$ cat src/rtl/phq_pkg.sv
package phq_pkg;
    localparam int HANDLE_W_DEF = 5;
    localparam int QDEPTH_DEF   = 18;
    localparam int NUM_Q        = 3;

    // queue index, also the err_flags bit position
    localparam int Q_TX   = 0;
    localparam int Q_DONE = 1;
    localparam int Q_RX   = 2;

    typedef enum logic {
        CAP_IDLE,
        CAP_HOLD
    } cap_state_e;
endpackage

$ cat src/rtl/phq_fifo.sv
module phq_fifo #(
    parameter int W     = 5,
    parameter int DEPTH = 18
) (
    input  logic         clk,
    input  logic         rst_n,
    input  logic         push,
    input  logic [W-1:0] push_data,
    input  logic         pop,
    output logic [W-1:0] head,
    output logic         empty,
    output logic         err
);
    localparam int PTR_W = (DEPTH > 1) ? $clog2(DEPTH) : 1;
    localparam int CNT_W = $clog2(DEPTH + 1);
    localparam logic [PTR_W-1:0] LAST = PTR_W'(DEPTH - 1);
    localparam logic [CNT_W-1:0] FULL_CNT = CNT_W'(DEPTH);

    logic [W-1:0]     mem [DEPTH];
    logic [PTR_W-1:0] rd_ptr, wr_ptr;
    logic [CNT_W-1:0] count;
    logic             full, pop_ok, push_ok;

    assign empty   = (count == '0);
    assign full    = (count == FULL_CNT);
    assign pop_ok  = pop && !empty;
    assign push_ok = push && (!full || pop_ok);
    assign head    = mem[rd_ptr];

    always_ff @(posedge clk) begin
        if (push_ok) mem[wr_ptr] <= push_data;
    end

    always_ff @(posedge clk or negedge rst_n) begin
        if (!rst_n) begin
            rd_ptr <= '0;
            wr_ptr <= '0;
            count  <= '0;
            err    <= 1'b0;
        end else begin
            if (push_ok) wr_ptr <= (wr_ptr == LAST) ? '0 : wr_ptr + 1'b1;
            if (pop_ok)  rd_ptr <= (rd_ptr == LAST) ? '0 : rd_ptr + 1'b1;
            unique case ({push_ok, pop_ok})
                2'b10:   count <= count + 1'b1;
                2'b01:   count <= count - 1'b1;
                default: count <= count;
            endcase
            if ((push && !push_ok) || (pop && !pop_ok)) err <= 1'b1;
        end
    end
endmodule

$ cat src/rtl/phq_rx_capture.sv
module phq_rx_capture
    import phq_pkg::*;
#(
    parameter int W = 5
) (
    input  logic         clk,
    input  logic         rst_n,
    input  logic         grant,
    input  logic [W-1:0] grant_handle,
    input  logic         good,
    input  logic         bad,
    output logic         commit_push,
    output logic [W-1:0] commit_handle,
    output logic         drop_valid,
    output logic [W-1:0] drop_handle
);
    cap_state_e   state, state_nx;
    logic [W-1:0] held;

    // state register
    always_ff @(posedge clk or negedge rst_n) begin
        if (!rst_n) state <= CAP_IDLE;
        else        state <= state_nx;
    end

    // transitions: T_GRANT, T_COMMIT, T_DROP
    always_comb begin
        state_nx = state;
        unique case (state)
            CAP_IDLE: if (grant)        state_nx = CAP_HOLD;
            CAP_HOLD: if (good || bad)  state_nx = CAP_IDLE;
            default:                    state_nx = CAP_IDLE;
        endcase
    end

    // outputs
    always_comb begin
        commit_push   = 1'b0;
        commit_handle = held;
        unique case (state)
            CAP_IDLE: commit_push = 1'b0;
            CAP_HOLD: commit_push = good && !bad;
            default:  commit_push = 1'b0;
        endcase
    end

    always_ff @(posedge clk or negedge rst_n) begin
        if (!rst_n) begin
            held        <= '0;
            drop_valid  <= 1'b0;
            drop_handle <= '0;
        end else begin
            if (state == CAP_IDLE && grant) held <= grant_handle;
            drop_valid <= (state == CAP_HOLD) && bad;
            if (state == CAP_HOLD && bad) drop_handle <= held;
        end
    end
endmodule

$ cat src/rtl/phq_cpu_port.sv
module phq_cpu_port #(
    parameter int W = 5
) (
    input  logic         clk,
    input  logic         rst_n,
    input  logic [W-1:0] done_head,
    input  logic         done_empty,
    input  logic [W-1:0] rx_head,
    input  logic         rx_empty,
    input  logic         remove,
    input  logic         remove_release,
    output logic         rx_pop,
    output logic [15:0]  port_word,
    output logic         rel_valid,
    output logic [W-1:0] rel_handle
);
    localparam int PAD = 7 - W;
    localparam logic [W-1:0] NO_HANDLE = '1;

    logic [W-1:0] done_f, rx_f;

    assign done_f    = done_empty ? NO_HANDLE : done_head;
    assign rx_f      = rx_empty   ? NO_HANDLE : rx_head;
    assign port_word = {rx_empty, {PAD{1'b0}}, rx_f, done_empty, {PAD{1'b0}}, done_f};
    assign rx_pop    = remove || remove_release;

    always_ff @(posedge clk or negedge rst_n) begin
        if (!rst_n) begin
            rel_valid  <= 1'b0;
            rel_handle <= '0;
        end else begin
            rel_valid <= remove_release && !rx_empty;
            if (remove_release && !rx_empty) rel_handle <= rx_head;
        end
    end
endmodule

$ cat src/rtl/pkt_handle_queues.sv
module pkt_handle_queues
    import phq_pkg::*;
#(
    parameter int HANDLE_W = HANDLE_W_DEF,
    parameter int QDEPTH   = QDEPTH_DEF
) (
    input  logic                clk,
    input  logic                rst_n,
    input  logic                cpu_tx_push,
    input  logic [HANDLE_W-1:0] cpu_tx_handle,
    input  logic                mac_tx_take,
    output logic [HANDLE_W-1:0] tx_head,
    output logic                stat_tx_empty,
    input  logic                mac_tx_done,
    input  logic [HANDLE_W-1:0] mac_done_handle,
    input  logic                cpu_txc_ack,
    output logic                stat_tx_int,
    input  logic                dma_alloc_grant,
    input  logic [HANDLE_W-1:0] dma_alloc_handle,
    input  logic                dma_frame_good,
    input  logic                dma_frame_bad,
    input  logic                cpu_rx_remove,
    input  logic                cpu_rx_remove_release,
    output logic [15:0]         port_reg,
    output logic                rel_cpu_valid,
    output logic [HANDLE_W-1:0] rel_cpu_handle,
    output logic                rel_drop_valid,
    output logic [HANDLE_W-1:0] rel_drop_handle,
    output logic [NUM_Q-1:0]    err_flags
);
    logic [NUM_Q-1:0]    q_push, q_pop, q_empty;
    logic [HANDLE_W-1:0] q_din  [NUM_Q];
    logic [HANDLE_W-1:0] q_head [NUM_Q];

    logic                commit_push;
    logic [HANDLE_W-1:0] commit_handle;
    logic                rx_pop;

    phq_rx_capture #(.W(HANDLE_W)) u_cap (
        .clk          (clk),
        .rst_n        (rst_n),
        .grant        (dma_alloc_grant),
        .grant_handle (dma_alloc_handle),
        .good         (dma_frame_good),
        .bad          (dma_frame_bad),
        .commit_push  (commit_push),
        .commit_handle(commit_handle),
        .drop_valid   (rel_drop_valid),
        .drop_handle  (rel_drop_handle)
    );

    always_comb begin
        q_push[Q_TX]   = cpu_tx_push;
        q_din[Q_TX]    = cpu_tx_handle;
        q_pop[Q_TX]    = mac_tx_take;
        q_push[Q_DONE] = mac_tx_done;
        q_din[Q_DONE]  = mac_done_handle;
        q_pop[Q_DONE]  = cpu_txc_ack;
        q_push[Q_RX]   = commit_push;
        q_din[Q_RX]    = commit_handle;
        q_pop[Q_RX]    = rx_pop;
    end

    for (genvar i = 0; i < NUM_Q; i++) begin : g_q
        phq_fifo #(.W(HANDLE_W), .DEPTH(QDEPTH)) u_fifo (
            .clk      (clk),
            .rst_n    (rst_n),
            .push     (q_push[i]),
            .push_data(q_din[i]),
            .pop      (q_pop[i]),
            .head     (q_head[i]),
            .empty    (q_empty[i]),
            .err      (err_flags[i])
        );
    end

    phq_cpu_port #(.W(HANDLE_W)) u_port (
        .clk           (clk),
        .rst_n         (rst_n),
        .done_head     (q_head[Q_DONE]),
        .done_empty    (q_empty[Q_DONE]),
        .rx_head       (q_head[Q_RX]),
        .rx_empty      (q_empty[Q_RX]),
        .remove        (cpu_rx_remove),
        .remove_release(cpu_rx_remove_release),
        .rx_pop        (rx_pop),
        .port_word     (port_reg),
        .rel_valid     (rel_cpu_valid),
        .rel_handle    (rel_cpu_handle)
    );

    assign tx_head       = q_empty[Q_TX] ? '1 : q_head[Q_TX];
    assign stat_tx_empty = q_empty[Q_TX];
    assign stat_tx_int   = !q_empty[Q_DONE];
endmodule

$ cat config.mk
export PLATFORM = sky130hd
export DESIGN_NAME = pkt_handle_queues
export DESIGN_NICKNAME = d
export VERILOG_FILES = /design/src/rtl/phq_pkg.sv /design/src/rtl/phq_fifo.sv /design/src/rtl/phq_rx_capture.sv /design/src/rtl/phq_cpu_port.sv /design/src/rtl/pkt_handle_queues.sv
export SDC_FILE = /design/constraint.sdc
export NUM_CORES = 1
export LEC_CHECK = 0
export CORE_MARGIN = 10
export CORE_UTILIZATION = 56
export CTS_CLUSTER_SIZE = 24
export DETAILED_ROUTE_END_ITERATION = 12
export DONT_BUFFER_PORTS = 1
export PLACE_DENSITY = 0.77
export SYNTH_ARGS = -nofsm -noshare
export SYNTH_HDL_FRONTEND = slang
export SYNTH_SLANG_ARGS = --single-unit
$ cat constraint.sdc
create_clock -name clk -period 3.6 [get_ports clk]
set_clock_uncertainty 0.15 [all_clocks]
set_input_delay 0.54 -clock clk [delete_from_list [all_inputs] [get_ports clk]]
set_output_delay 0.54 -clock clk [all_outputs]
set_load 0.005 [all_outputs]
==> impl_metrics.csv, run 1 <==
group,metric,value,unit
hold_path,hold_start,"dma_alloc_handle[4]",
floorplan,die_area,0.0327,mm²
logic_synthesis,synth_compound_area_share,5.58,%
critical_path,cp-start-kind,"flip-flop",
cells_and_area,syn_to_final_growth,10.6,%
detailed_routing,ant_nets,0,
cells_and_area,fin_util,63.4,%
floorplan,start_util,57.3,%
critical_path,worstPathArrival,2.71,ns
placed_design,io_buffers,0,
critical_path,worstPathCellList,"buf_4 > mux2i_1 > a22o_1 > nor4_1 > a221oi_2 > nand2_1",
sta,worst_pin_slew,0.796,ns
floorplan,core_area,0.0253,mm²
sta,finalSetupViolCount,0,
detailed_routing,drc,0,
global_route,grt_overflow_total,0,
status,outcome,"complete, no violations",
logic_synthesis,synth.area.mux_share,13.9,%
hold_path,worstHoldPathType,"primary input to flip-flop",
power_and_ir_drop,vdd_ir_drop_max,532,µV
logic_synthesis,synth-simple-area-share,6.66,%
logic_synthesis,synth_cell_type_count,63,
floorplan,floorplan.io_pins,64,
global_route,antenna_found_initial,4,
sta,hold_viol_final,0,
critical_path,crit_required,2.91,ns
global_route,grt_first_pass_wirelength,43600,µm
critical_path,rr_worst_depth,11,
sta,setup_tns,0,ns
detailed_routing,num_vias,7693,
sta,fin_crit_sh,94.4,%
detailed_routing,drt-initial-drc-count,547,
global_route,first_global_vias,7657,
cells_and_area,layout_common_cells,"edfxtp_1, nor2_1, dfrtp_1, mux2_2, nand2_1",
cts,cts_buffers,35,
placed_design,dpl.hpwl,17600,µm
critical_path,r2r_start,"g_q[0].u_fifo.count[0]",
global_route,grt_max_degree,67,
critical_path,reg2reg_to,"g_q[0].u_fifo.count[4]",
power_and_ir_drop,power_density,761,mW/mm²
sta,fin_hold_ws,0.0253,ns
logic_synthesis,synth-async-reset-ratio,19.6,%
global_route,grt.total_usage,16.5,%
floorplan,die_h,181,µm
logic_synthesis,synth-edff-count,270,
detailed_routing,vias_per_cell,6.04,
logic_synthesis,ys_warn_count,0,
power_and_ir_drop,p_leak,5.65,nW
hold_path,whs_path_depth,1,
logic_synthesis,synthesis.area,0.0145,mm²
cts,clock_path_buffers,3,
logic_synthesis,yosys.area.top_type,"edfxtp_1",
critical_path,critical-path-slowest-cell,"dfrtp_1",
cts,clk_latency,0.51,ns
logic_synthesis,synth.area.top_cells,"edfxtp_1, dfrtp_1, mux4_2",
cells_and_area,drive_gt1_share,17.6,%
critical_path,cp_max_fo,20,
logic_synthesis,synth_top_family_by_area,"multiplexers",
sta,relSlewSlack,46.8,%
sta,fmax,294,MHz
critical_path,worst-r2r-setup-slack,0.36,ns
logic_synthesis,synth_fa_ha_area_share,2.69,%
floorplan,rows,58,
detailed_routing,route.detailed.wl_per_inst,21.7,µm
critical_path,crit_path_end_kind,"primary output",
flow_run,cap_violations,0,
cts,clock-sinks,336,
logic_synthesis,post_synth.cell_area_avg,16.1,µm²
logic_synthesis,ys.flop_type,"edfxtp_1",
logic_synthesis,synth_top_area_share,55.9,%
cells_and_area,fin_nets,970,
sta,finalMaxSlewViolations,0,
cells_and_area,final_common_cell,"edfxtp_1",
placed_design,globalplace.congestion,0.800,
sta,fin_crit,3.40,ns
detailed_routing,drtPass1Iterations,5,
critical_path,critPathMaxStageDelay,0.84,ns
sta,rsz0062_at_grt,"no",
cts,cts.clk_slew.worst_paths,0.06,ns
cts,cts_tree,"done",
logic_synthesis,synth-seq-cells,336,
detailed_routing,drt-total-wl,27600,µm
cts,postCtsSetupBuffers,0,
cts,ctsHtreeMaxLevel,2,
logic_synthesis,synth_cells,898,
cts,clock-root-buffer,"clkbuf_16",
logic_synthesis,synth-xor-area-share,1.21,%
logic_synthesis,yosysSeqAreaShare,67.3,%
hold_path,whs_endpoint,"u_cap.commit_handle[4]",
floorplan,dieWidth,181,µm
critical_path,crit_family,"flip-flops",
critical_path,cp_num_buf_inv,1,
critical_path,path_class,"flip-flop to primary output",
[cell type report]
type	instances	area [µm²]
Clock buffer	44	941
Clock inverter	20	214
Multi-Input combinational cell	489	4370
Inverter	26	97.6
Tap cell	330	413
Timing Repair Buffer	26	243
Sequential cell	336	9760
Fill cell	1758	9280
Antenna cell	3	7.51
[power by group]
group          switching (mW)  leakage (nW)  internal [mW]
registers               0.724          3.22           4.74
clock network            1.45         0.554           2.15
logic                    1.59          1.88           1.56
total                    3.77          5.65           8.45
[what timing repair did]
| item | CTS | global route |
|---|---|---|
| hold endpoints to repair | 246 | 0 |
| hold buffers | 12 | 0 |
| setup endpoints to repair | 0 | 1 |
| gates resized for setup | 0 | 1 |
[per-layer routing]
layer | up-vias | share of wire, % | GRT usage (%)
met4 | 4 | 2.1 | 4.56
met1 | 3884 | 43 | 22.5
met5 | - | 0.087 | 0
met3 | 50 | 7.6 | 4.20
met2 | 255 | 47 | 25.8
li1 | 3500 | - | -
[how the worst max path moves through the flow]
stage / slack (ns) / endpoint / cells past startpoint / start
floorplan: 0.47 / g_q[0].u_fifo.count[4] / 13 / g_q[0].u_fifo.count[0]
global placement: 0.49 / g_q[0].u_fifo.count[4] / 11 / g_q[0].u_fifo.count[0]
detailed placement: 0.36 / g_q[0].u_fifo.count[4] / 11 / g_q[0].u_fifo.count[0]
CTS: 0.16 / port_reg[12] / 6 / g_q[2].u_fifo.rd_ptr[0]
global route: 0.04 / port_reg[12] / 6 / g_q[2].u_fifo.rd_ptr[1]
finish: 0.20 / port_reg[9] / 6 / g_q[2].u_fifo.rd_ptr[1]
[sequential cells by signal, summed over array words and instances, names as in the netlist]
name                 cells
g_q.u_fifo.count        15
g_q.u_fifo.err           3
g_q.u_fifo.mem         270
g_q.u_fifo.rd_ptr       15
g_q.u_fifo.wr_ptr       15
u_cap.commit_handle      5
u_cap.drop_handle        5
u_cap.drop_valid         1
u_cap.state              1
u_port.rel_handle        5
u_port.rel_valid         1
[metrics by stage]
stage | worst slack, ns | std cells | area, µm² | power [mW]
after floorplan | 0.471 | 901 | 14500 | 7.88
after global placement | 0.491 | 1195 | 14700 | 8.53
after detailed placement | 0.362 | 1195 | 14700 | 8.64
after CTS | 0.160 | 1271 | 16000 | 12.3
after global routing | 0.0414 | 1271 | 16000 | 12.8
final | 0.203 | 1274 | 16000 | 12.2
[synthesized netlist by cell type, types with 6 or more instances]
| cell type | instances |
|---|---|
| mux4_2 | 32 |
| mux2i_1 | 26 |
| a31oi_1 | 6 |
| clkbuf_1 | 19 |
| nor2_1 | 69 |
| a21o_1 | 8 |
| ha_1 | 28 |
| nor2b_1 | 12 |
| mux2_2 | 47 |
| nor4_1 | 7 |
| buf_4 | 11 |
| o31ai_1 | 8 |
| nand3_1 | 21 |
| nand4_1 | 7 |
| a21oi_1 | 19 |
| dfrtp_1 | 66 |
| nor3_1 | 7 |
| o21ai_0 | 30 |
| mux4_1 | 18 |
| buf_2 | 10 |
| nand2_1 | 39 |
| edfxtp_1 | 270 |
| xor2_1 | 8 |
| or3_1 | 8 |
| xnor2_1 | 12 |
| inv_1 | 26 |
| and3_1 | 9 |
| a221oi_1 | 6 |
[cells by family after synthesis]
logic type / count (synthesis)
AND/OR/NAND/NOR: 198
adder cells (fa/ha/maj): 30
AO/OA/AOI/OAI: 112
flip-flops: 336
buffers and inverters: 76
multiplexers: 125
XOR/XNOR: 20
other: 1
No activity file was read; power rests on OpenSTA's default activity.
==> run 2: changes to the inputs <==
Settings changed: REMOVE_ABC_BUFFERS set to 1, SYNTH_HIERARCHICAL set to 1.
==> impl_metrics.csv, run 2 <==
group,metric,value,unit
status,outcome,"complete, no violations",
logic_synthesis,ys_warn_count,6,
detailed_routing,drc,0,
power_and_ir_drop,vdd_ir_drop_max,761,µV
detailed_routing,num_vias,7867,
cells_and_area,drive_gt1_share,20.6,%
floorplan,floorplan.io_pins,64,
critical_path,crit_required,2.91,ns
cells_and_area,nFillCells,1805,
logic_synthesis,synth-seq-cells,336,
floorplan,die_h,182,µm
logic_synthesis,synth.area.top_cells,"edfxtp_1, dfrtp_1, mux4_2",
power_and_ir_drop,power_density,775,mW/mm²
logic_synthesis,synth.area.mux_share,13.7,%
logic_synthesis,synth.most_common_cell,"edfxtp_1",
placed_design,globalplace.congestion,0.840,
detailed_routing,vias_per_cell,6.10,
cells_and_area,finalNonFillerCells,1290,
logic_synthesis,post_synth.cell_area_avg,16.2,µm²
sta,fin_crit_sh,93.1,%
placed_design,preCtsSetupSlack,0.626,ns
critical_path,path_class,"flip-flop to primary output",
cells_and_area,largest-register,"g_q.u_fifo/mem",
logic_synthesis,synth-edff-count,270,
cells_and_area,final_common_cell,"edfxtp_1",
flow_run,cap_violations,0,
sta,setup_slack,0.247,ns
global_route,use_met1,22.8,%
cts,cts.clk_slew.worst_paths,0.06,ns
floorplan,start_util,56.7,%
cells_and_area,layout_common_cells,"edfxtp_1, dfrtp_1, nor2_1, mux4_2, nand2_1",
floorplan,dieWidth,182,µm
logic_synthesis,synth_compound_area_share,6.21,%
sta,finalMaxSlewViolations,0,
logic_synthesis,synth_fa_ha_area_share,2.70,%
sta,setup_tns,0,ns
power_and_ir_drop,p_leak,5.70,nW
global_route,use_met2,29.5,%
detailed_routing,route.detailed.wl_per_inst,22.5,µm
placed_design,place_inst,1216,
cts,clock_path_buffers,3,
global_route,grt.total_usage,17.6,%
cts,ctsResizeCount,0,
global_route,grt_overflow_total,0,
global_route,grt_first_pass_wirelength,46300,µm
logic_synthesis,ys.flop_type,"edfxtp_1",
sta,relSlewSlack,30.3,%
cts,ctsHtreeMaxLevel,2,
logic_synthesis,synth_cell_type_count,69,
logic_synthesis,synth_top_area_share,55.0,%
cells_and_area,diodes,0,
detailed_routing,drt-initial-drc-count,599,
hold_path,worstHoldPathType,"primary input to flip-flop",
logic_synthesis,synthesis.area,0.0147,mm²
cells_and_area,fin_nets,987,
sta,worst_pin_slew,1.04,ns
sta,finalSetupViolCount,0,
detailed_routing,ant_nets,0,
cells_and_area,syn_to_final_growth,10.6,%
cells_and_area,register_area,0.00976,mm²
floorplan,die_area,0.0332,mm²
logic_synthesis,yosys.area.top_type,"edfxtp_1",
critical_path,cp-start-kind,"flip-flop",
floorplan,core_area,0.0260,mm²
detailed_routing,drt-total-wl,29000,µm
logic_synthesis,synth_top_family_by_area,"multiplexers",
cts,cts_tree,"done",
critical_path,worstPathCellList,"mux4_2 > mux2_2 > nand2_1 > o211ai_1 > or2_2",
global_route,grtUsageMet3,2.79,%
logic_synthesis,synth_common_cells,"edfxtp_1, dfrtp_1, nor2_1",
logic_synthesis,synth_cells,908,
cells_and_area,largest_reg_flops,270,
global_route,first_global_vias,8121,
global_route,grt_busiest_layer,"met2",
global_route,antenna_found_initial,0,
critical_path,critical-path-slowest-cell,"dfrtp_1",
critical_path,cp_max_fo,25,
sta,hold_viol_final,0,
critical_path,crit_path_end_kind,"primary output",
placed_design,io_buffers,0,
sta,fin_hold_ws,0.0378,ns
cts,cts_buffers,36,
detailed_routing,drtPass1Iterations,5,
logic_synthesis,synth-async-reset-ratio,19.6,%
cells_and_area,multiInputGateArea,0.00459,mm²
critical_path,critPathMaxStageDelay,0.96,ns
floorplan,rows,59,
cts,clock-sinks,336,
logic_synthesis,synth-xor-area-share,0.892,%
logic_synthesis,synth-simple-area-share,7.57,%
critical_path,worstPathArrival,2.66,ns
sta,rsz0062_at_grt,"no",
sta,fmax,298,MHz
placed_design,dpl.hpwl,19000,µm
cts,clk_latency,0.50,ns
global_route,grt_max_degree,67,
cts,clock-root-buffer,"clkbuf_16",
logic_synthesis,yosysSeqAreaShare,66.3,%
sta,fin_crit,3.35,ns
run 2: final cells by class:
cell class,instances,share of cell area [%]
multi-input combinational,498,28.2
sequential,336,59.9
timing repair buffer,24,1.55
inverter,35,0.806
tap,335,2.57
clock buffer,44,5.97
clock inverter,18,1.04
run 2: routing by layer:
metal / part of all wire, % / vias up
li1: - / 3560
met1: 41 / 4026
met2: 51 / 229
met3: 5.4 / 52
met4: 2.7 / 0
met5: 0 / -
run 2: repair_timing:
action	in CTS	in global routing
hold endpoints to repair	246	0
hold buffers	12	0
buffers inserted	0	0
run 2: final timing paths:
kind / startpoint / endpoint / slack [ns] / cells past startpoint
min in group asynchronous: rst_n / g_q[2].u_fifo/wr_ptr[2] / 0.52 / 2
max in group asynchronous: rst_n / g_q[1].u_fifo/count[2] / 2.50 / 2
worst min register to register: g_q[1].u_fifo/err / g_q[1].u_fifo/err / 0.35 / 1
worst max register to register: g_q[1].u_fifo/count[0] / g_q[1].u_fifo/count[4] / 0.62 / 8
worst max-delay path: g_q[2].u_fifo/rd_ptr[2] / port_reg[9] / 0.25 / 5
worst min-delay path: dma_alloc_handle[0] / u_cap/commit_handle[0] / 0.04 / 1
run 2: cells by family after synthesis:
group	count (synthesis)
other	1
AO/OA/AOI/OAI	112
XOR/XNOR	15
AND/OR/NAND/NOR	218
adder cells (fa/ha/maj)	30
flip-flops	336
buffers and inverters	77
multiplexers	119
run 2: power by group:
group / total (mW) / switching (mW) / internal (mW) / leakage (nW)
clock: 3.55 / 1.42 / 2.13 / 0.561
sequential: 5.40 / 0.657 / 4.74 / 3.23
combinational: 3.68 / 1.86 / 1.83 / 1.90
run 2: critical path: cells and delay by family (launching register included):
kind | cells | cell delay, ns
flops | 1 | 0.96
mux | 2 | 0.69
compound gates | 1 | 0.13
simple gates | 2 | 0.39
run 2: stage by stage:
stage	utilization, %	cell area [µm²]	total power [mW]
5_1_grt	62.7	16300	13.3
3_5_place_dp	57.8	15000	9.08
2_1_floorplan	-	14500	8.09
3_3_place_gp	57.8	15000	8.96
4_1_cts	62.7	16300	12.7
6_report	62.7	16300	12.6
